==> src/rtl/adc_seq_pkg.sv <==
package adc_seq_pkg;

   localparam int LST_W       = 6;
   localparam int SHIFT_W     = 3;
   localparam int CFG_MIN_W   = 16;

   localparam int CFG_SRC_LSB  = 0;
   localparam int CFG_LSTL_BIT = 4;
   localparam int CFG_DIV_LSB  = 5;
   localparam int CFG_LST_LSB  = 8;
   localparam int CFG_AVG_LSB  = 14;

   typedef enum logic [1:0] {
      SRC_BUS      = 2'b00,
      SRC_BUS_HALF = 2'b01,
      SRC_ALT      = 2'b10,
      SRC_ASYNC    = 2'b11
   } clk_src_e;

   typedef enum logic [1:0] {
      PH_IDLE   = 2'd0,
      PH_FIRST  = 2'd1,
      PH_SAMPLE = 2'd2
   } phase_e;

   typedef struct packed {
      clk_src_e             src;
      logic [1:0]           div_code;
      logic [LST_W-1:0]     lst_cyc;
      logic [SHIFT_W-1:0]   avg_shift;
   } seq_cfg_t;

   // Long-sample adder: short group steps by 2 from 3, long group by 4 from 13.
   function automatic logic [LST_W-1:0] lst_cycles(input logic lng, input logic [1:0] sel);
      logic [LST_W-1:0] s;
      s = LST_W'(sel);
      return lng ? (LST_W'(13) + (s << 2)) : (LST_W'(3) + (s << 1));
   endfunction

   // log2 of the averaging count: 0 when off, 2..5 when on.
   function automatic logic [SHIFT_W-1:0] avg_shift_of(input logic on, input logic [1:0] sel);
      return on ? (SHIFT_W'(sel) + SHIFT_W'(2)) : '0;
   endfunction

   function automatic seq_cfg_t decode_cfg(input logic [CFG_MIN_W-1:0] w, input logic avg_on);
      seq_cfg_t c;
      c.src       = clk_src_e'(w[CFG_SRC_LSB +: 2]);
      c.div_code  = w[CFG_DIV_LSB +: 2];
      c.lst_cyc   = lst_cycles(w[CFG_LSTL_BIT], w[CFG_LST_LSB +: 2]);
      c.avg_shift = avg_shift_of(avg_on, w[CFG_AVG_LSB +: 2]);
      return c;
   endfunction

endpackage

==> src/rtl/adc_seq_clkgen.sv <==
module adc_seq_clkgen
   import adc_seq_pkg::*;
#(
   parameter int DIV_CODE_W = 2,
   parameter bit EXT_SRC_EN = 1'b1
) (
   input  logic                  clk,
   input  logic                  rst_n,
   input  logic                  run,
   input  clk_src_e              src,
   input  logic [DIV_CODE_W-1:0] div_code,
   input  logic                  alt_tick,
   input  logic                  async_tick,
   output logic                  ck_tick
);

   localparam int DCNT_W = (1 << DIV_CODE_W) - 1;

   logic              half_q;
   logic [DCNT_W-1:0] dcnt_q;
   logic [DCNT_W-1:0] dlast;
   logic              base_tick;

   initial begin : p_param_check
      assert (DIV_CODE_W >= 1 && DIV_CODE_W <= 3)
         else $error("DIV_CODE_W out of range");
   end

   generate
      if (EXT_SRC_EN) begin : g_ext_src
         always_comb begin
            case (src)
               SRC_BUS:      base_tick = run;
               SRC_BUS_HALF: base_tick = run & half_q;
               SRC_ALT:      base_tick = run & alt_tick;
               default:      base_tick = run & async_tick;
            endcase
         end
      end else begin : g_bus_only
         always_comb begin
            case (src)
               SRC_BUS_HALF: base_tick = run & half_q;
               default:      base_tick = run;
            endcase
         end
      end
   endgenerate

   always_comb begin
      dlast   = {DCNT_W{1'b1}} >> (DCNT_W - int'(div_code));
      ck_tick = base_tick && (dcnt_q == dlast);
   end

   always_ff @(posedge clk) begin
      if (!rst_n || !run) begin
         half_q <= 1'b0;
         dcnt_q <= '0;
      end else begin
         half_q <= ~half_q;
         if (base_tick) begin
            dcnt_q <= ck_tick ? '0 : dcnt_q + DCNT_W'(1);
         end
      end
   end

   // Back-to-back ticks only where the divider is 1 and the base runs every cycle.
   p_tick_spacing_r4 : assert property (@(posedge clk) disable iff (!rst_n)
      ck_tick && $past(ck_tick) |-> (div_code == '0) && (src != SRC_BUS_HALF));

endmodule

==> src/rtl/adc_seq_timer.sv <==
module adc_seq_timer
   import adc_seq_pkg::*;
#(
   parameter int FIRST_CYC = 6,
   parameter int BASE_CYC  = 25
) (
   input  logic               clk,
   input  logic               rst_n,
   input  logic               start,
   input  logic               continuous,
   input  logic               ck_tick,
   input  logic [LST_W-1:0]   lst_cyc,
   input  logic [SHIFT_W-1:0] avg_shift,
   output logic               busy,
   output logic               smp_start,
   output logic               smp_end,
   output logic               smp_last,
   output logic               done
);

   localparam int PH_W      = $clog2(BASE_CYC + (1 << LST_W) + 1);
   localparam int IDX_W     = (1 << SHIFT_W) - 1;
   localparam bit HAS_FIRST = (FIRST_CYC > 0);
   localparam logic [PH_W-1:0] FIRST_LAST = HAS_FIRST ? PH_W'(FIRST_CYC - 1) : '0;

   phase_e           state_q;
   phase_e           entry_ph;
   logic [PH_W-1:0]  ph_cnt_q;
   logic [PH_W-1:0]  ph_last;
   logic [IDX_W-1:0] idx_q;
   logic [IDX_W-1:0] idx_last;
   logic             ph_end;
   logic             first_end;
   logic             smp_start_q;
   logic             done_q;

   initial begin : p_param_check
      assert (BASE_CYC > 0) else $error("BASE_CYC must be positive");
      assert (FIRST_CYC >= 0 && FIRST_CYC < (1 << PH_W)) else $error("FIRST_CYC does not fit");
   end

   generate
      if (HAS_FIRST) begin : g_first
         assign entry_ph  = PH_FIRST;
         assign first_end = (state_q == PH_FIRST) && ck_tick && (ph_cnt_q == FIRST_LAST);
      end else begin : g_no_first
         assign entry_ph  = PH_SAMPLE;
         assign first_end = 1'b0;
      end
   endgenerate

   always_comb begin
      ph_last  = PH_W'(BASE_CYC) + PH_W'(lst_cyc) - PH_W'(1);
      idx_last = {IDX_W{1'b1}} >> (IDX_W - int'(avg_shift));
      ph_end   = ck_tick && (ph_cnt_q == ph_last);
   end

   assign smp_end   = (state_q == PH_SAMPLE) && ph_end;
   assign smp_last  = smp_end && (idx_q == idx_last);
   assign busy      = (state_q != PH_IDLE);
   assign smp_start = smp_start_q;
   assign done      = done_q;

   always_ff @(posedge clk) begin
      if (!rst_n) begin
         state_q     <= PH_IDLE;
         ph_cnt_q    <= '0;
         idx_q       <= '0;
         smp_start_q <= 1'b0;
         done_q      <= 1'b0;
      end else begin
         smp_start_q <= 1'b0;
         done_q      <= 1'b0;
         case (state_q)
            PH_IDLE: begin
               if (start) begin
                  state_q     <= entry_ph;
                  ph_cnt_q    <= '0;
                  idx_q       <= '0;
                  smp_start_q <= (entry_ph == PH_SAMPLE);
               end
            end
            PH_FIRST: begin
               if (ck_tick) begin
                  if (first_end) begin
                     state_q     <= PH_SAMPLE;
                     ph_cnt_q    <= '0;
                     smp_start_q <= 1'b1;
                  end else begin
                     ph_cnt_q <= ph_cnt_q + PH_W'(1);
                  end
               end
            end
            PH_SAMPLE: begin
               if (ck_tick) begin
                  if (ph_end) begin
                     ph_cnt_q <= '0;
                     if (idx_q == idx_last) begin
                        done_q <= 1'b1;
                        idx_q  <= '0;
                        if (continuous) begin
                           smp_start_q <= 1'b1;
                        end else begin
                           state_q <= PH_IDLE;
                        end
                     end else begin
                        idx_q       <= idx_q + IDX_W'(1);
                        smp_start_q <= 1'b1;
                     end
                  end else begin
                     ph_cnt_q <= ph_cnt_q + PH_W'(1);
                  end
               end
            end
            default: state_q <= PH_IDLE;
         endcase
      end
   end

   p_start_in_sample_r6 : assert property (@(posedge clk) disable iff (!rst_n)
      smp_start_q |-> (state_q == PH_SAMPLE));

   p_idx_bound_r5 : assert property (@(posedge clk) disable iff (!rst_n)
      busy |-> (idx_q <= idx_last));

   p_cont_keeps_busy_r8 : assert property (@(posedge clk) disable iff (!rst_n)
      done_q && $past(continuous) |-> busy);

endmodule

==> src/rtl/adc_seq_avg.sv <==
module adc_seq_avg
   import adc_seq_pkg::*;
#(
   parameter int CODE_W    = 12,
   parameter int MAX_SHIFT = 5
) (
   input  logic               clk,
   input  logic               rst_n,
   input  logic               smp_end,
   input  logic               smp_last,
   input  logic [CODE_W-1:0]  raw_code,
   input  logic [SHIFT_W-1:0] avg_shift,
   output logic [CODE_W-1:0]  result
);

   localparam int ACC_W = CODE_W + MAX_SHIFT;

   logic [ACC_W-1:0]  acc_q;
   logic [ACC_W-1:0]  sum_next;
   logic [CODE_W-1:0] shifted [MAX_SHIFT+1];
   logic [CODE_W-1:0] mean;
   logic [CODE_W-1:0] result_q;

   initial begin : p_param_check
      assert (MAX_SHIFT >= 0 && MAX_SHIFT < (1 << SHIFT_W)) else $error("MAX_SHIFT out of range");
      assert (CODE_W > 0) else $error("CODE_W must be positive");
   end

   assign sum_next = acc_q + ACC_W'(raw_code);

   generate
      for (genvar g = 0; g <= MAX_SHIFT; g++) begin : g_shift
         assign shifted[g] = CODE_W'(sum_next >> g);
      end
   endgenerate

   always_comb begin
      mean = shifted[0];
      for (int k = 1; k <= MAX_SHIFT; k++) begin
         if (int'(avg_shift) == k) mean = shifted[k];
      end
   end

   always_ff @(posedge clk) begin
      if (!rst_n) begin
         acc_q    <= '0;
         result_q <= '0;
      end else if (smp_end) begin
         if (smp_last) begin
            acc_q    <= '0;
            result_q <= mean;
         end else begin
            acc_q <= sum_next;
         end
      end
   end

   assign result = result_q;

   p_shift_range_r5 : assert property (@(posedge clk) disable iff (!rst_n)
      smp_end |-> (int'(avg_shift) <= MAX_SHIFT));

endmodule

==> src/rtl/adc_conv_sequencer.sv <==
module adc_conv_sequencer
   import adc_seq_pkg::*;
#(
   parameter int CFG_W         = 16,
   parameter int CODE_W        = 12,
   parameter int FIRST_CYC     = 6,
   parameter int BASE_CYC      = 25,
   parameter int MAX_AVG_SHIFT = 5,
   parameter bit EXT_SRC_EN    = 1'b1
) (
   input  logic              clk,
   input  logic              rst_n,
   input  logic [CFG_W-1:0]  cfg_word,
   input  logic              avg_en,
   input  logic              start,
   input  logic              continuous,
   input  logic              alt_tick,
   input  logic              async_tick,
   input  logic [CODE_W-1:0] raw_code,
   output logic              busy,
   output logic              smp_start,
   output logic              smp_end,
   output logic              done,
   output logic [CODE_W-1:0] result
);

   seq_cfg_t cfg_q;
   logic     ck_tick;
   logic     smp_last;

   initial begin : p_param_check
      assert (CFG_W >= CFG_MIN_W) else $error("CFG_W narrower than the decoded fields");
   end

   always_ff @(posedge clk) begin
      if (!rst_n) begin
         cfg_q <= '0;
      end else if (start && !busy) begin
         cfg_q <= decode_cfg(cfg_word[CFG_MIN_W-1:0], avg_en);
      end
   end

   adc_seq_clkgen #(
      .DIV_CODE_W (2),
      .EXT_SRC_EN (EXT_SRC_EN)
   ) clkgen_i (
      .clk        (clk),
      .rst_n      (rst_n),
      .run        (busy),
      .src        (cfg_q.src),
      .div_code   (cfg_q.div_code),
      .alt_tick   (alt_tick),
      .async_tick (async_tick),
      .ck_tick    (ck_tick)
   );

   adc_seq_timer #(
      .FIRST_CYC (FIRST_CYC),
      .BASE_CYC  (BASE_CYC)
   ) timer_i (
      .clk        (clk),
      .rst_n      (rst_n),
      .start      (start),
      .continuous (continuous),
      .ck_tick    (ck_tick),
      .lst_cyc    (cfg_q.lst_cyc),
      .avg_shift  (cfg_q.avg_shift),
      .busy       (busy),
      .smp_start  (smp_start),
      .smp_end    (smp_end),
      .smp_last   (smp_last),
      .done       (done)
   );

   adc_seq_avg #(
      .CODE_W    (CODE_W),
      .MAX_SHIFT (MAX_AVG_SHIFT)
   ) avg_i (
      .clk       (clk),
      .rst_n     (rst_n),
      .smp_end   (smp_end),
      .smp_last  (smp_last),
      .raw_code  (raw_code),
      .avg_shift (cfg_q.avg_shift),
      .result    (result)
   );

   p_done_single_r7 : assert property (@(posedge clk) disable iff (!rst_n)
      done |=> !done);

   p_result_hold_r7 : assert property (@(posedge clk) disable iff (!rst_n)
      !done |-> $stable(result));

endmodule

==> config.mk <==
export PLATFORM = sky130hd
export DESIGN_NAME = adc_conv_sequencer
export DESIGN_NICKNAME = d
export VERILOG_FILES = /design/src/rtl/adc_seq_pkg.sv /design/src/rtl/adc_seq_clkgen.sv /design/src/rtl/adc_seq_timer.sv /design/src/rtl/adc_seq_avg.sv /design/src/rtl/adc_conv_sequencer.sv
export SDC_FILE = /design/constraint.sdc
export NUM_CORES = 1
export LEC_CHECK = 0
export BUFFER_PORTS_ARGS = -buffer_cell sky130_fd_sc_hd__clkbuf_2
export CORE_ASPECT_RATIO = 1.25
export CORE_MARGIN = 10
export CORE_UTILIZATION = 30
export DETAILED_ROUTE_END_ITERATION = 10
export GPL_TIMING_DRIVEN = 0
export PLACE_DENSITY = 0.45
export REMOVE_ABC_BUFFERS = 1
export SLEW_MARGIN = 30
export SYNTH_ARGS = -nofsm -noshare
export SYNTH_HDL_FRONTEND = slang
export SYNTH_SLANG_ARGS = --single-unit
==> constraint.sdc <==
create_clock -name clk -period 3.8 [get_ports clk]
set_input_delay 0.19 -clock clk [delete_from_list [all_inputs] [get_ports clk]]
set_output_delay 0.19 -clock clk [all_outputs]
set_load 0.005 [all_outputs]
After elaboration in Yosys (flattened, before gate mapping). Cells that the tools add are included.

Register bits: 64. Latch bits: 0. Bits in writable memories: 0. Bits in read-only memories: 0. Bits of input ports: 35. Output and inout port bits: 16. Logic and storage cells: 106. Memories: 0.

Add/subtract/negate cells: 11. Multipliers: 0. Divide/modulo/power cells: 0. Order comparisons: 0. Eq/ne operators: 20. Shift-type cells: 2. Muxes and demuxes: 36. Bitwise gates (word level): 4. Reductions and logical operators: 20.

Operators with widths (count): 12-bit two-way mux (5); 7-bit two-way mux (8); 3-bit by 32-bit right shift with 3-bit output, first input constant (1); 7-bit by 32-bit right shift with 7-bit output, first input constant (1); 7-bit case mux with 3 select lines (1); 17-bit by 12-bit adder with 17-bit output (1); 17-bit two-way mux (1); 7-bit by 1-bit adder with 7-bit output, second input constant (2); 7-bit == test (2); 2-bit two-way mux (7); 7-bit case mux with 2 select lines (1); 3-bit == test, second input constant (4); 4-bit AND reduction (3); 2-bit inequality test, second input constant (5); 5-bit by 6-bit adder with 7-bit output, first input constant (1); 7-bit by 3-bit == test with 1-bit output, second input constant (1); 1-bit logical AND (7); 1-bit two-way mux (7); 7-bit AND reduction (1); 7-bit by 1-bit subtractor with 7-bit output, second input constant (1); 3-bit two-way mux (2); 2-bit case mux with 3 select lines (1); 4-bit by 4-bit adder with 5-bit output, first input constant (1); 5-bit two-way mux (1); 20 further kinds (28).

Depth between registers and ports, before layout. Gate-level depths: netlist of the first run.

Depth after elaboration: 9. Gate-level depth with buffers: 11. Depth with buffers taken out: 10.

Modules after synthesis. From an unflattened synthesis of the first run, not the netlist that was laid out.

Cell total of the unflattened synthesis: 592. Area total of the unflattened synthesis: 4778.3 µm².

By module, submodules not included: adc_seq_avg (times used 1, cells each 343, area each 2636.3 µm²); adc_seq_timer (times used 1, cells each 153, area each 1325.0 µm²); adc_conv_sequencer (times used 1, cells each 58, area each 506.7 µm²); adc_seq_clkgen (times used 1, cells each 38, area each 310.3 µm²).

Least setup slack after synthesis of the first run. OpenSTA, ideal clock, no wires.

Path kind: reg-to-reg. From: reg avg_i.acc_q[0]. To: reg avg_i.result_q[7], in the netlist avg_i.result[7]. Library setup time: 0.124 ns. Arrival: 2.575 ns. Data required time: 3.676 ns. Slack: 1.101 ns. Stages on the path, launching flop included: 10. Path buffers: 0. Clock period less this slack: 2.699 ns. Cell sequence: dfxtp_1 ha_1 fa_1 a21o_1 a211o_1 a211o_1 and2_1 mux4_2 nor3_1 nor3_1.

Word-level cells in the longest chain between the ends: 6.

Ends and longest elaborated chain: start: declaration (RTL line adc_seq_avg.sv:18) `logic [ACC_W-1:0] acc_q;`; start signal: assignment (RTL line adc_seq_avg.sv:53) `acc_q <= sum_next;`; 17-bit by 12-bit adder with 17-bit output (*) (RTL line adc_seq_avg.sv:29) `assign sum_next = acc_q + ACC_W'(raw_code);`; 12-bit two-way mux (4 in a row) (RTL line adc_seq_avg.sv:40) `if (int'(avg_shift) == k) mean = shifted[k];`; 12-bit two-way mux (*) (RTL line adc_seq_avg.sv:40); end signal: assignment (RTL line adc_seq_avg.sv:51) `result_q <= mean;`; end: declaration (RTL line adc_seq_avg.sv:22) `logic [CODE_W-1:0] result_q;`.

Mark *: on every way between the ends. The rest lies on a longest branch, timed or not. A chain may end at the register's enable or synchronous reset.

Final worst setup path of the first run.
From: reg cfg_q[0] in the netlist's numbering. To: reg avg_i.acc_q[13].

Word-level cells in the longest chain between the ends: 5.

Ends and longest elaborated chain: start: declaration (RTL line adc_conv_sequencer.sv:27) `seq_cfg_t cfg_q;`; start signal: assignment (RTL line adc_conv_sequencer.sv:39) `cfg_q <= decode_cfg(cfg_word[CFG_MIN_W-1:0], avg_en);`; 3-bit by 3-bit subtractor with 4-bit output (RTL line adc_seq_timer.sv:54) `idx_last = {IDX_W{1'b1}} >> (IDX_W - int'(avg_shift));`; 7-bit by 32-bit right shift with 7-bit output (RTL line adc_seq_timer.sv:54); 7-bit == test (RTL line adc_seq_timer.sv:59) `assign smp_last = smp_end && (idx_q == idx_last);`; 1-bit logical AND (RTL line adc_seq_timer.sv:59); 17-bit two-way mux (RTL line adc_seq_avg.sv:49) `if (smp_last) begin`.

No other way between the ends.

==> Implementation_results.wiki, run 1 <==
{| class="wikitable"
! Metric !! Value
|-
| Number of H-tree levels || 3
|-
| Internal power consumption || 1.526 mW
|-
| Placed Area || 5036 um2
|-
| Cell Count Post-Placement || approximately 820
|-
| Critical Path End Type || register
|-
| Std-Cell Core Area || about 16000 um2
|-
| Longest Clk Path Bufs || 2
|-
| Final net count || slightly below 700
|-
| Layout filler cell count || roughly 1700
|-
| Via count of the first global-routing pass || ~4600
|-
| Total routed wire length on the met1 layer || 6.093 mm
|-
| Initial Util || 0.3046
|-
| Synth top cells by count || nor2_1 (64), dfxtp_1 (63), nand2_1 (58), a21oi_1 (48), o21ai_0 (27)
|-
| Antenna violations before repair || 0
|-
| Count of vias placed by the detailed router || about 4500
|-
| Top-count cell post-synth || nor2_1
|-
| I/O Pins || a little over 50
|-
| YS warnings || 0
|-
| DP Wirelength || between 10 and 15 mm
|-
| Rel. slew slack || 0.4064
|-
| Critical-path cell list || clkinv_1, o21ai_0, o32a_1, or3_1, nand2_1, or3_1, a21oi_1
|-
| Gate family responsible for the most delay along the worst path || simple AND/OR/NAND/NOR gates
|-
| Top achievable clock speed || slightly below 300 MHz
|-
| Max-cap check violation count || 0
|-
| Mapped Cells || between 500 and 600
|-
| Data arrival time of the critical path || around 3.7 ns
|-
| Leakage dissipation || roughly 2.1 nW
|-
| WP buf/inv || 1
|-
| Clock-pin slew on the worst setup and hold paths || 0.06 ns
|-
| Part of the total power dissipated in the clock network || 0.400
|-
| Y dimension of the die || about 160 um
|-
| Synthesized flop and latch total || 63
|-
| Part of the total power dissipated in sequential elements || 0.327
|-
| Hold Slack || slightly below 0.07 ns
|-
| Synthesized area || 4723 um2
|-
| Via/cell ratio || ~5.4
|-
| Path category of the worst min-delay check || input pin to register
|-
| Buffer count from post-CTS setup fixing || 0
|-
| Final weighted congestion in routability-driven placement || between 0.8 and 0.9
|-
| Core Rows || a little over 50
|-
| EDFF count, synth || 0
|-
| Period utilization || 0.9116
|-
| Kind of launch point of the worst setup path || register
|-
| Max incr delay on CP || 0.71 ns
|-
| Clock Sink Count || 63
|-
| Clock root buffer || clkbuf_16
|-
| TritonCTS clock tree || done
|-
| Remaining Overflow, GRT || 0
|-
| Fin cells || around 830
|-
| Final setup violation count || 0
|-
| Max Used Layer || met4
|-
| Required time of the critical path || just over 4 ns
|-
| Routed length on met3 || about 580 um
|-
| Hold Violations, Final || 0
|-
| Top cell type by total area after synthesis || dfxtp_1
|-
| TritonCTS Buffers || 9
|-
| Clock latency at the later pin of the worst-skew pair || 0.34 ns
|-
| Switching share of total power || 0.3423
|-
| Worst IR drop on VDD || roughly 0.19 mV
|-
| Final critical path time including I/O delays and setup || between 3 and 4 ns
|-
| Proportion of register bits with asynchronous set or reset after synthesis || 0
|-
| Count of input and output buffers || 43
|-
| Unrepaired setup endpoints after global routing || no
|-
| Combinational Power Share || 0.272
|-
| Fin area || about 5400 um2
|-
| Largest cells by area after synthesis || dfxtp_1 (27%), ha_1 (6.9%), a21oi_1 (5.1%)
|-
| Slew Viols, Final || 0
|-
| Gr usage total || 0.1317
|-
| DR WL/cell || between 15 and 20 um
|-
| Crit Path Category || register to register
|-
| Pwr per Cell Area || roughly 430 nW/um2
|-
| Setup clock skew after layout || between 0.01 and 0.015 ns
|-
| Worst-path maximum fanout || 31
|-
| Worst Tran Pin Value || 0.8905 ns
|-
| Count of unique library cells instantiated by Yosys || 76
|-
| Post-DRT Antenna Nets || 0
|-
| Crit-path most repeated cell || or3_1
|-
| Slowest stage cell on the critical path || dfxtp_2
|-
| Count of TritonRoute iterations in the first routing pass || 5
|-
| DRC || 0
|-
| Proportion of synthesized chip area in sequential cells || 0.2670
|-
| Routed wire length on met2 || around 7 mm
|-
| Top-area cell type share of the netlist area || 0.2670
|-
| Largest net degree at the start of global routing || just over 40
|-
| Width of the die || 132.2 um
|-
| Die footprint || roughly 21000 um2
|-
| Post-Syn Area per Cell || about 7.9 um2
|-
| Number of DRC violations after detailed-routing iteration 0 || about 250
|-
| Final routed wirelength across all metal layers || ~14 mm
|-
| Ant. Diodes || 0
|-
| Global-route wire length before repair || ~23 mm
|-
| Fraction of layout cells with a size suffix above 1 || 0.1514
|-
| Ys flop type || dfxtp_1
|-
| Reported net switching power || a little under 800 uW
|-
| Area growth from synthesis to final layout || 13.80%
|-
| Status || complete, no violations
|}
==> cell families (layout without fill, tap and decap cells) <==
| logic type | count (synthesis) | in the layout | share of synthesized area |
|---|---|---|---|
| AND/OR/NAND/NOR | 224 | 224 | 0.2347 |
| AO/OA/AOI/OAI | 186 | 186 | 0.2858 |
| flip-flops | 63 | 63 | 0.2670 |
| buffers and inverters | 59 | 83 | 0.05510 |
| XOR/XNOR | 28 | 28 | 0.05192 |
| adder cells (fa/ha/maj) | 27 | 27 | 0.07311 |
| multiplexers | 10 | 10 | 0.03232 |
==> sequential cells by signal, indices dropped and copies added, names as in the netlist <==
name               cells
avg_i.acc_q           17
avg_i.result          12
cfg_q                 12
clkgen_i.dcnt_q        3
clkgen_i.half_q        1
timer_i.done           1
timer_i.idx_q          7
timer_i.ph_cnt_q       7
timer_i.smp_start      1
timer_i.state_q        2
==> worst register-to-register path: stages, from the launching register on <==
cell      delay [ns]
dfxtp_2         0.71
clkinv_1        0.67
o21ai_0         0.34
o32a_1          0.16
or3_1           0.50
nand2_1         0.42
or3_1           0.44
a21oi_1         0.14
==> timing repair <==
| item | in CTS | in global routing |
|---|---|---|
| resized for setup | 1 | 0 |
| setup endpoints to repair | 2 | 0 |
| endpoints found under the hold margin | 0 | 0 |
| hold buffers | 0 | 0 |
==> power by group through the flow <==
stage / sequential (mW) / clock [mW] / combinational, mW
6_report: 0.760 / 0.929 / 0.632
5_1_grt: 0.768 / 0.985 / 0.712
4_1_cts: 0.759 / 0.952 / 0.637
3_5_place_dp: 0.774 / 0 / 0.630
3_3_place_gp: 0.772 / 0 / 0.621
2_1_floorplan: 0.756 / 0 / 0.468
==> metrics by stage <==
stage                     worst slack, ns  power, mW  setup TNS, ns  utilization
after CTS                          0.1921      2.348              0       0.3466
after detailed placement         -0.06622      1.404        -0.1252       0.3248
after floorplan                    0.7124      1.224              0            -
after global placement            -0.5126      1.393         -3.791       0.3246
final                              0.3361      2.320              0       0.3466
after global routing              0.04047      2.466              0       0.3466
==> cells in the final DEF (no fill, tap or decap), types with 14 or more instances in the layout <==
master	synthesis	layout
inv_1	22	21
nand3_1	17	17
nand2_1	58	58
a21oi_1	48	48
nor3_1	14	14
xor2_1	16	16
clkbuf_2	0	43
and2_1	14	14
ha_1	26	26
nor2_1	64	64
dfxtp_1	63	60
o21ai_0	27	27
==> cell type report <==
class	instances	area [um2]	area share
Clock buffer	10	239.0	0.04446
Clock inverter	6	92.59	0.01723
Inverter	24	90.09	0.01676
Multi-Input combinational cell	475	3208	0.5968
Sequential cell	63	1265	0.2353
Tap cell	212	265.3	0.04935
Timing Repair Buffer	43	215.2	0.04004
==> metal layers <==
layer,GRT usage,vias to the layer above
li1,-,2239
met1,0.1543,2153
met2,0.2281,116
met3,0.02982,24
met4,0.04960,0
met5,0,-
==> worst paths after layout <==
path / from / to / slack, ns / cells after the start
max reg2reg: cfg_q[0]$_SDFFE_PN0P_ / avg_i.acc_q[13]$_SDFFE_PN0P_ / 0.34 / 7
max: cfg_q[0]$_SDFFE_PN0P_ / avg_i.acc_q[13]$_SDFFE_PN0P_ / 0.34 / 7
min: cfg_word[5] / cfg_q[9]$_SDFFE_PN0P_ / 0.07 / 3
min reg2reg: clkgen_i.half_q$_SDFF_PP0_ / clkgen_i.half_q$_SDFF_PP0_ / 0.42 / 1
No activity file was read; power rests on OpenSTA's default activity.
==> run 2: changes to the inputs <==
--- a/config.mk
+++ b/config.mk
@@ -6,12 +6,14 @@
 export NUM_CORES = 1
 export LEC_CHECK = 0
 export BUFFER_PORTS_ARGS = -buffer_cell sky130_fd_sc_hd__clkbuf_2
+export CELL_PAD_IN_SITES_DETAIL_PLACEMENT = 1
+export CELL_PAD_IN_SITES_GLOBAL_PLACEMENT = 1
 export CORE_ASPECT_RATIO = 1.25
 export CORE_MARGIN = 10
 export CORE_UTILIZATION = 30
 export DETAILED_ROUTE_END_ITERATION = 10
 export GPL_TIMING_DRIVEN = 0
-export PLACE_DENSITY = 0.45
+export PLACE_DENSITY = 0.57
 export REMOVE_ABC_BUFFERS = 1
 export SLEW_MARGIN = 30
 export SYNTH_ARGS = -nofsm -noshare
==> run 2 against run 1 <==
Effect of this change:
- combinational power grew 1%
- worst setup slack lost 0.071 ns
- largest cell class unchanged
- final area shrank 0.16%
- total power shrank 0.85%
- hold slack lost 0.0039 ns
- final cell count is the same
- global-route usage grew 1.2 points
==> Implementation_results.wiki, run 2 (synthesized netlist as in run 1, its figures left out) <==
{| class="wikitable"
! Metric !! Value
|-
| Status || complete, no violations
|-
| Part of the total power dissipated in the clock network || 0.389
|-
| Part of the total power dissipated in sequential elements || 0.332
|-
| Count of vias placed by the detailed router || 4527
|-
| Slew Viols, Final || 0
|-
| Clock root buffer || clkbuf_16
|-
| Rel. slew slack || 0.3738
|-
| Path category of the worst min-delay check || input pin to register
|-
| Ant. Diodes || 0
|-
| Die footprint || 21190 um2
|-
| Setup clock skew after layout || around 0.01 ns
|-
| Y dimension of the die || 160.3 um
|-
| DP Wirelength || ~11 mm
|-
| Highest-count cells in the layout ignoring fill and taps || nor2_1 (64), dfxtp_1 (60), nand2_1 (58)
|-
| Worst-path maximum fanout || 20
|-
| Number of DRC violations after detailed-routing iteration 0 || about 180
|-
| Count of TritonRoute iterations in the first routing pass || 4
|-
| Number of H-tree levels || 3
|-
| TritonCTS Buffers || 9
|-
| Slack of the worst reg-to-reg path || ~0.27 ns
|-
| Final routed wirelength across all metal layers || around 15 mm
|-
| Std-Cell Core Area || about 16000 um2
|-
| Top achievable clock speed || about 280 MHz
|-
| Internal power consumption || 1.502 mW
|-
| Kind of launch point of the worst setup path || register
|-
| TritonCTS clock tree || done
|-
| Combinational Power Share || 0.279
|-
| Clock latency at the later pin of the worst-skew pair || between 0.3 and 0.4 ns
|-
| Area growth from synthesis to final layout || 13.62%
|-
| Antenna violations before repair || 0
|-
| Max-cap check violation count || 0
|-
| Critical Path End Type || register
|-
| Min-Delay Startpoint || cfg_word[6]
|-
| Final weighted congestion in routability-driven placement || approximately 0.77
|-
| Worst Tran Pin Value || approximately 0.94 ns
|-
| Clock-pin slew on the worst setup and hold paths || roughly 0.060 ns
|-
| Leakage dissipation || approximately 2.1 nW
|-
| Pwr per Cell Area || between 400 and 500 nW/um2
|-
| Hold worst-path end || cfg_q[10]$_SDFFE_PN0P_
|-
| Initial Util || 0.3046
|-
| Core Rows || a little over 50
|-
| Post-DRT Antenna Nets || 0
|-
| Worst IR drop on VDD || between 0.2 and 0.25 mV
|-
| Period utilization || 0.9301
|-
| Unrepaired setup endpoints after global routing || no
|-
| Summed negative setup slack over all endpoints || 0 ns
|-
| Longest Clk Path Bufs || 2
|-
| DR WL/cell || approximately 18 um
|-
| Most common cell after layout, fill and taps aside || nor2_1
|-
| Hold Violations, Final || 0
|-
| Via/cell ratio || between 5 and 6
|-
| Clock Sink Count || 63
|-
| I/O Pins || just over 50
|-
| Critical register-to-register path startpoint || cfg_q[11]$_SDFFE_PN0P_
|-
| Fraction of layout cells with a size suffix above 1 || 0.1514
|-
| Final setup violation count || 0
|-
| Count of input and output buffers || 43
|-
| Largest net degree at the start of global routing || just over 40
|-
| Register bank with the most flops || avg_i.acc_q
|-
| Flip-flop count of the largest register, all copies and words added || 17
|-
| Via count of the first global-routing pass || between 4000 and 5000
|-
| Global-route wire length before repair || 25.05 mm
|-
| Required time of the critical path || between 4 and 5 ns
|-
| End-of-flow core utilization || 0.3461
|-
| Final critical path time including I/O delays and setup || 3.534 ns
|-
| Gr usage total || 0.1440
|-
| Worst R2R Path Depth || 9
|-
| Final net count || about 680
|-
| Worst Hold Depth || 3
|-
| Worst r2r dst || avg_i.result[10]$_SDFFE_PN0P_
|-
| Crit Path Category || register to register
|-
| Remaining Overflow, GRT || 0
|-
| DRC || 0
|-
| Reported net switching power || between 700 and 800 uW
|-
| Data arrival time of the critical path || around 3.8 ns
|-
| Switching share of total power || 0.3471
|-
| Width of the die || 132.2 um
|}
[run 2: cell types whose count changed in the layout (fill, tap and decap cells not counted)]
cell,before,now
inv_6,1,0
dfxtp_2,3,1
clkinv_2,0,2
clkbuf_8,1,0
clkinvlp_4,2,3
dfxtp_4,0,2
clkbuf_1,0,1
clkinv_4,1,0
clkinv_1,1,0
[run 2: metal layers]
metal / vias to the layer above / GRT usage / share of wire
met5: - / 0 / 0
met4: 0 / 0.06112 / 0.023
met3: 20 / 0.02950 / 0.033
met2: 58 / 0.2579 / 0.51
met1: 2213 / 0.1612 / 0.43
li1: 2236 / - / -
[run 2: power by group through the flow]
| stage | registers, mW | clock network (mW) | logic (mW) |
|---|---|---|---|
| 2_1_floorplan | 0.756 | 0 | 0.468 |
| 4_1_cts | 0.763 | 0.918 | 0.647 |
| 3_5_place_dp | 0.776 | 0 | 0.641 |
| 3_3_place_gp | 0.773 | 0 | 0.625 |
| 6_report | 0.764 | 0.896 | 0.641 |
| 5_1_grt | 0.772 | 0.950 | 0.728 |
[run 2: per-stage QoR]
stage	hold slack (ns)	worst slack, ns	area [um2]	power [mW]	instances
after detailed placement	0.4211	-0.1185	5036	1.417	817
after floorplan	0.3040	0.7124	4553	1.224	562
after global placement	0.4137	-0.6267	5034	1.398	817
after CTS	0.05416	0.09278	5356	2.328	833
after global routing	0.05915	0.05145	5366	2.451	833
final	0.06535	0.2655	5366	2.300	833
[run 2: worst max-delay path, cell delays in order, from the launching register on]
cell and delay, ns:
dfxtp_1 0.36, inv_1 0.08, ha_1 0.31, nor3_1 0.07
a31oi_1 0.35, o311ai_4 0.27, or3_1 0.79, or2_0 0.60
a2111oi_1 0.45, a21oi_1 0.12
[run 2: final cells by class]
type,instances,area (um2)
Sequential cell,63,1270
Clock inverter,6,85.08
Timing Repair Buffer,43,215.2
Multi-Input combinational cell,475,3208
Tap cell,212,265.3
Inverter,24,93.84
Clock buffer,10,229.0
Fill cell,1904,10140
[run 2: what timing repair did]
action / CTS / global route
cloned: 0 / 0
setup endpoints to repair: 4 / 9
buffers inserted: 0 / 0
gates resized for setup: 1 / 3
hold buffers: 0 / 0
[run 2: worst max path at each step]
stage / depth (start not counted) / from / endpoint / slack (ns)
final: 9 / cfg_q[11]$_SDFFE_PN0P_ / avg_i.result[10]$_SDFFE_PN0P_ / 0.27
after global routing: 9 / cfg_q[11]$_SDFFE_PN0P_ / avg_i.result[10]$_SDFFE_PN0P_ / 0.05
after global placement: 7 / cfg_q[1]$_SDFFE_PN0P_ / avg_i.result[3]$_SDFFE_PN0P_ / -0.63
after CTS: 7 / cfg_q[2]$_SDFFE_PN0P_ / avg_i.result[10]$_SDFFE_PN0P_ / 0.09
after floorplan: 7 / cfg_q[1]$_SDFFE_PN0P_ / avg_i.result[2]$_SDFFE_PN0P_ / 0.71
after detailed placement: 7 / cfg_q[2]$_SDFFE_PN0P_ / avg_i.result[3]$_SDFFE_PN0P_ / -0.12
==> run 3: changes to the inputs <==
--- a/config.mk
+++ b/config.mk
@@ -8,12 +8,13 @@
 export BUFFER_PORTS_ARGS = -buffer_cell sky130_fd_sc_hd__clkbuf_2
 export CELL_PAD_IN_SITES_DETAIL_PLACEMENT = 1
 export CELL_PAD_IN_SITES_GLOBAL_PLACEMENT = 1
-export CORE_ASPECT_RATIO = 1.25
+export CORE_ASPECT_RATIO = 0.6
 export CORE_MARGIN = 10
 export CORE_UTILIZATION = 30
 export DETAILED_ROUTE_END_ITERATION = 10
 export GPL_TIMING_DRIVEN = 0
 export PLACE_DENSITY = 0.57
+export RECOVER_POWER = 50
 export REMOVE_ABC_BUFFERS = 1
 export SLEW_MARGIN = 30
 export SYNTH_ARGS = -nofsm -noshare
==> run 3 against run 2 <==
Effect of this change:
- clock skew rose by 0.00070 ns
- die area rose by 0.63%
- routed wire length rose by 9.3%
- highest routed layer unchanged
- largest cell class unchanged
==> Implementation_results.wiki, run 3 (synthesized netlist as in run 1, its figures left out) <==
{| class="wikitable"
! Metric !! Value
|-
| TritonCTS Buffers || 9
|-
| Final routed wirelength across all metal layers || ~16 mm
|-
| Period utilization || 0.9337
|-
| Critical Path End Type || register
|-
| Flip-flop count of the largest register, all copies and words added || 17
|-
| Die footprint || roughly 21000 um2
|-
| Max-cap check violation count || 0
|-
| Pre-CTS worst setup slack || -0.1802 ns
|-
| Gr usage total || 0.1560
|-
| Final weighted congestion in routability-driven placement || about 0.8
|-
| Crit Path Category || register to register
|-
| Count of vias placed by the detailed router || around 4600
|-
| Count of input and output buffers || 43
|-
| Top achievable clock speed || roughly 280 MHz
|-
| Ant. Diodes || 0
|-
| Path category of the worst min-delay check || input pin to register
|-
| Std-Cell Core Area || about 15000 um2
|-
| Largest net degree at the start of global routing || between 40 and 50
|-
| Width of the die || between 150 and 200 um
|-
| Fraction of layout cells with a size suffix above 1 || 0.1360
|-
| Critical-path cell list || inv_1, ha_1, nor3_1, a31oi_1, o311ai_4, or3_2, or2_0, a2111oi_1, a21oi_1
|-
| Slack of the worst reg-to-reg path || about 0.25 ns
|-
| Highest-count cells in the layout ignoring fill and taps || nor2_1 (64), dfxtp_1 (60), nand2_1 (58)
|-
| Final critical path time including I/O delays and setup || about 3.5 ns
|-
| Worst-path maximum fanout || 20
|-
| Count of TritonRoute iterations in the first routing pass || 5
|-
| Y dimension of the die || 117.2 um
|-
| DRC || 0
|-
| Antenna violations before repair || 0
|-
| Core Rows || 35
|-
| Final net count || about 700
|-
| Via/cell ratio || 5.611
|-
| Hold Slack || 0.06638 ns
|-
| Max incr delay on CP || ~0.8 ns
|-
| Hold_buf cts || 0
|-
| Leakage dissipation || roughly 2.1 nW
|-
| Clock Sink Count || 63
|-
| Global-route wire length before repair || 26.71 mm
|-
| Required time of the critical path || 4.01 ns
|-
| Number of DRC violations after detailed-routing iteration 0 || approximately 300
|-
| Clock-pin slew on the worst setup and hold paths || roughly 0.070 ns
|-
| Post-DRT Antenna Nets || 0
|-
| Unrepaired setup endpoints after global routing || no
|-
| Pwr per Cell Area || about 440 nW/um2
|-
| Final setup margin || ~0.25 ns
|-
| Hold Violations, Final || 0
|-
| Area growth from synthesis to final layout || 13.88%
|-
| Rel. slew slack || 0.3938
|-
| Clock latency at the later pin of the worst-skew pair || approximately 0.34 ns
|-
| DR WL/cell || about 20 um
|-
| Number of H-tree levels || 3
|-
| DP Wirelength || 12.11 mm
|-
| Via count of the first global-routing pass || about 4800
|-
| Data arrival time of the critical path || ~3.8 ns
|-
| Clock root buffer || clkbuf_16
|-
| Final setup violation count || 0
|-
| Remaining Overflow, GRT || 0
|-
| TritonCTS clock tree || done
|-
| Worst Tran Pin Value || around 0.90 ns
|-
| Worst R2R Path Depth || 9
|-
| Initial Util || 0.3073
|-
| Register bank with the most flops || avg_i.acc_q
|-
| Kind of launch point of the worst setup path || register
|-
| Worst Hold Depth || 3
|-
| Setup clock skew after layout || around 0.011 ns
|-
| Most common cell after layout, fill and taps aside || nor2_1
|-
| I/O Pins || a little over 50
|-
| Slew Viols, Final || 0
|-
| Status || complete, no violations
|-
| Worst IR drop on VDD || around 0.15 mV
|-
| Longest Clk Path Bufs || 2
|-
| Slowest stage cell on the critical path || or3_2
|}
==> run 3: cell types whose count changed in the layout (fill, tap and decap cells not counted), moves of 2 or more <==
| cell | change |
|---|---|
| buf_4 | +4 |
| clkbuf_2 | -15 |
| clkinv_2 | -2 |
| clkinv_4 | +2 |
| and2_1 | -2 |
| clkinvlp_4 | -2 |
| and2_0 | +2 |
| clkbuf_1 | +14 |
==> run 3: worst paths after layout <==
check                             start                       endpoint
min                         cfg_word[1]         cfg_q[12]$_SDFFE_PN0P_
min reg2reg  clkgen_i.half_q$_SDFF_PP0_     clkgen_i.half_q$_SDFF_PP0_
max reg2reg      cfg_q[12]$_SDFFE_PN0P_  avg_i.result[10]$_SDFFE_PN0P_
max              cfg_q[12]$_SDFFE_PN0P_  avg_i.result[10]$_SDFFE_PN0P_
==> run 3: per-layer routing <==
metal / track usage / vias up / routed length [um]
li1: - / 2247 / -
met1: 0.2300 / 2294 / 9098
met2: 0.2219 / 99 / 6543
met3: 0.03869 / 6 / 771
met4: 0.03022 / 0 / 69
met5: 0 / - / 0
==> run 3: critical path, delay by kind of cell, from the launching register on <==
| family | cells | cell delay (ns) |
|---|---|---|
| AO/OA/AOI/OAI | 4 | 1.17 |
| adder cells (fa/ha/maj) | 1 | 0.32 |
| buffers and inverters | 1 | 0.08 |
| flip-flops | 1 | 0.37 |
| AND/OR/NAND/NOR | 3 | 1.46 |
==> run 3: timing repair <==
| item | in CTS | in global routing |
|---|---|---|
| resized for setup | 1 | 3 |
| setup endpoints to repair | 3 | 19 |
| buffers inserted | 0 | 4 |
==> run 3: area by class of cell <==
class / instances / area (um2)
inverters: 24 / 91.34
clock buffers: 9 / 225.2
fillers: 1875 / 9992
flip-flops and latches: 63 / 1267
well taps: 203 / 254.0
clock inverters: 7 / 105.1
repair buffers: 47 / 226.5
multi-input cells: 475 / 3209
==> run 3: stage by stage <==
stage / area [um2] / total power, mW / setup TNS [ns] / std cells / utilization
3_5_place_dp: 5025 / 1.438 / -0.3494 / 808 / 0.3269
5_1_grt: 5379 / 2.527 / 0 / 828 / 0.3499
2_1_floorplan: 4553 / 1.224 / 0 / 562 / -
4_1_cts: 5361 / 2.405 / 0 / 824 / 0.3488
6_report: 5379 / 2.392 / 0 / 828 / 0.3499
3_3_place_gp: 5022 / 1.410 / -8.938 / 808 / 0.3267
==> run 3: report_power, final <==
| part | internal (mW) | leakage [nW] | switching, mW |
|---|---|---|---|
| logic | 0.236 | 1.42 | 0.443 |
| clock network | 0.584 | 0.158 | 0.366 |
| registers | 0.699 | 0.511 | 0.0644 |
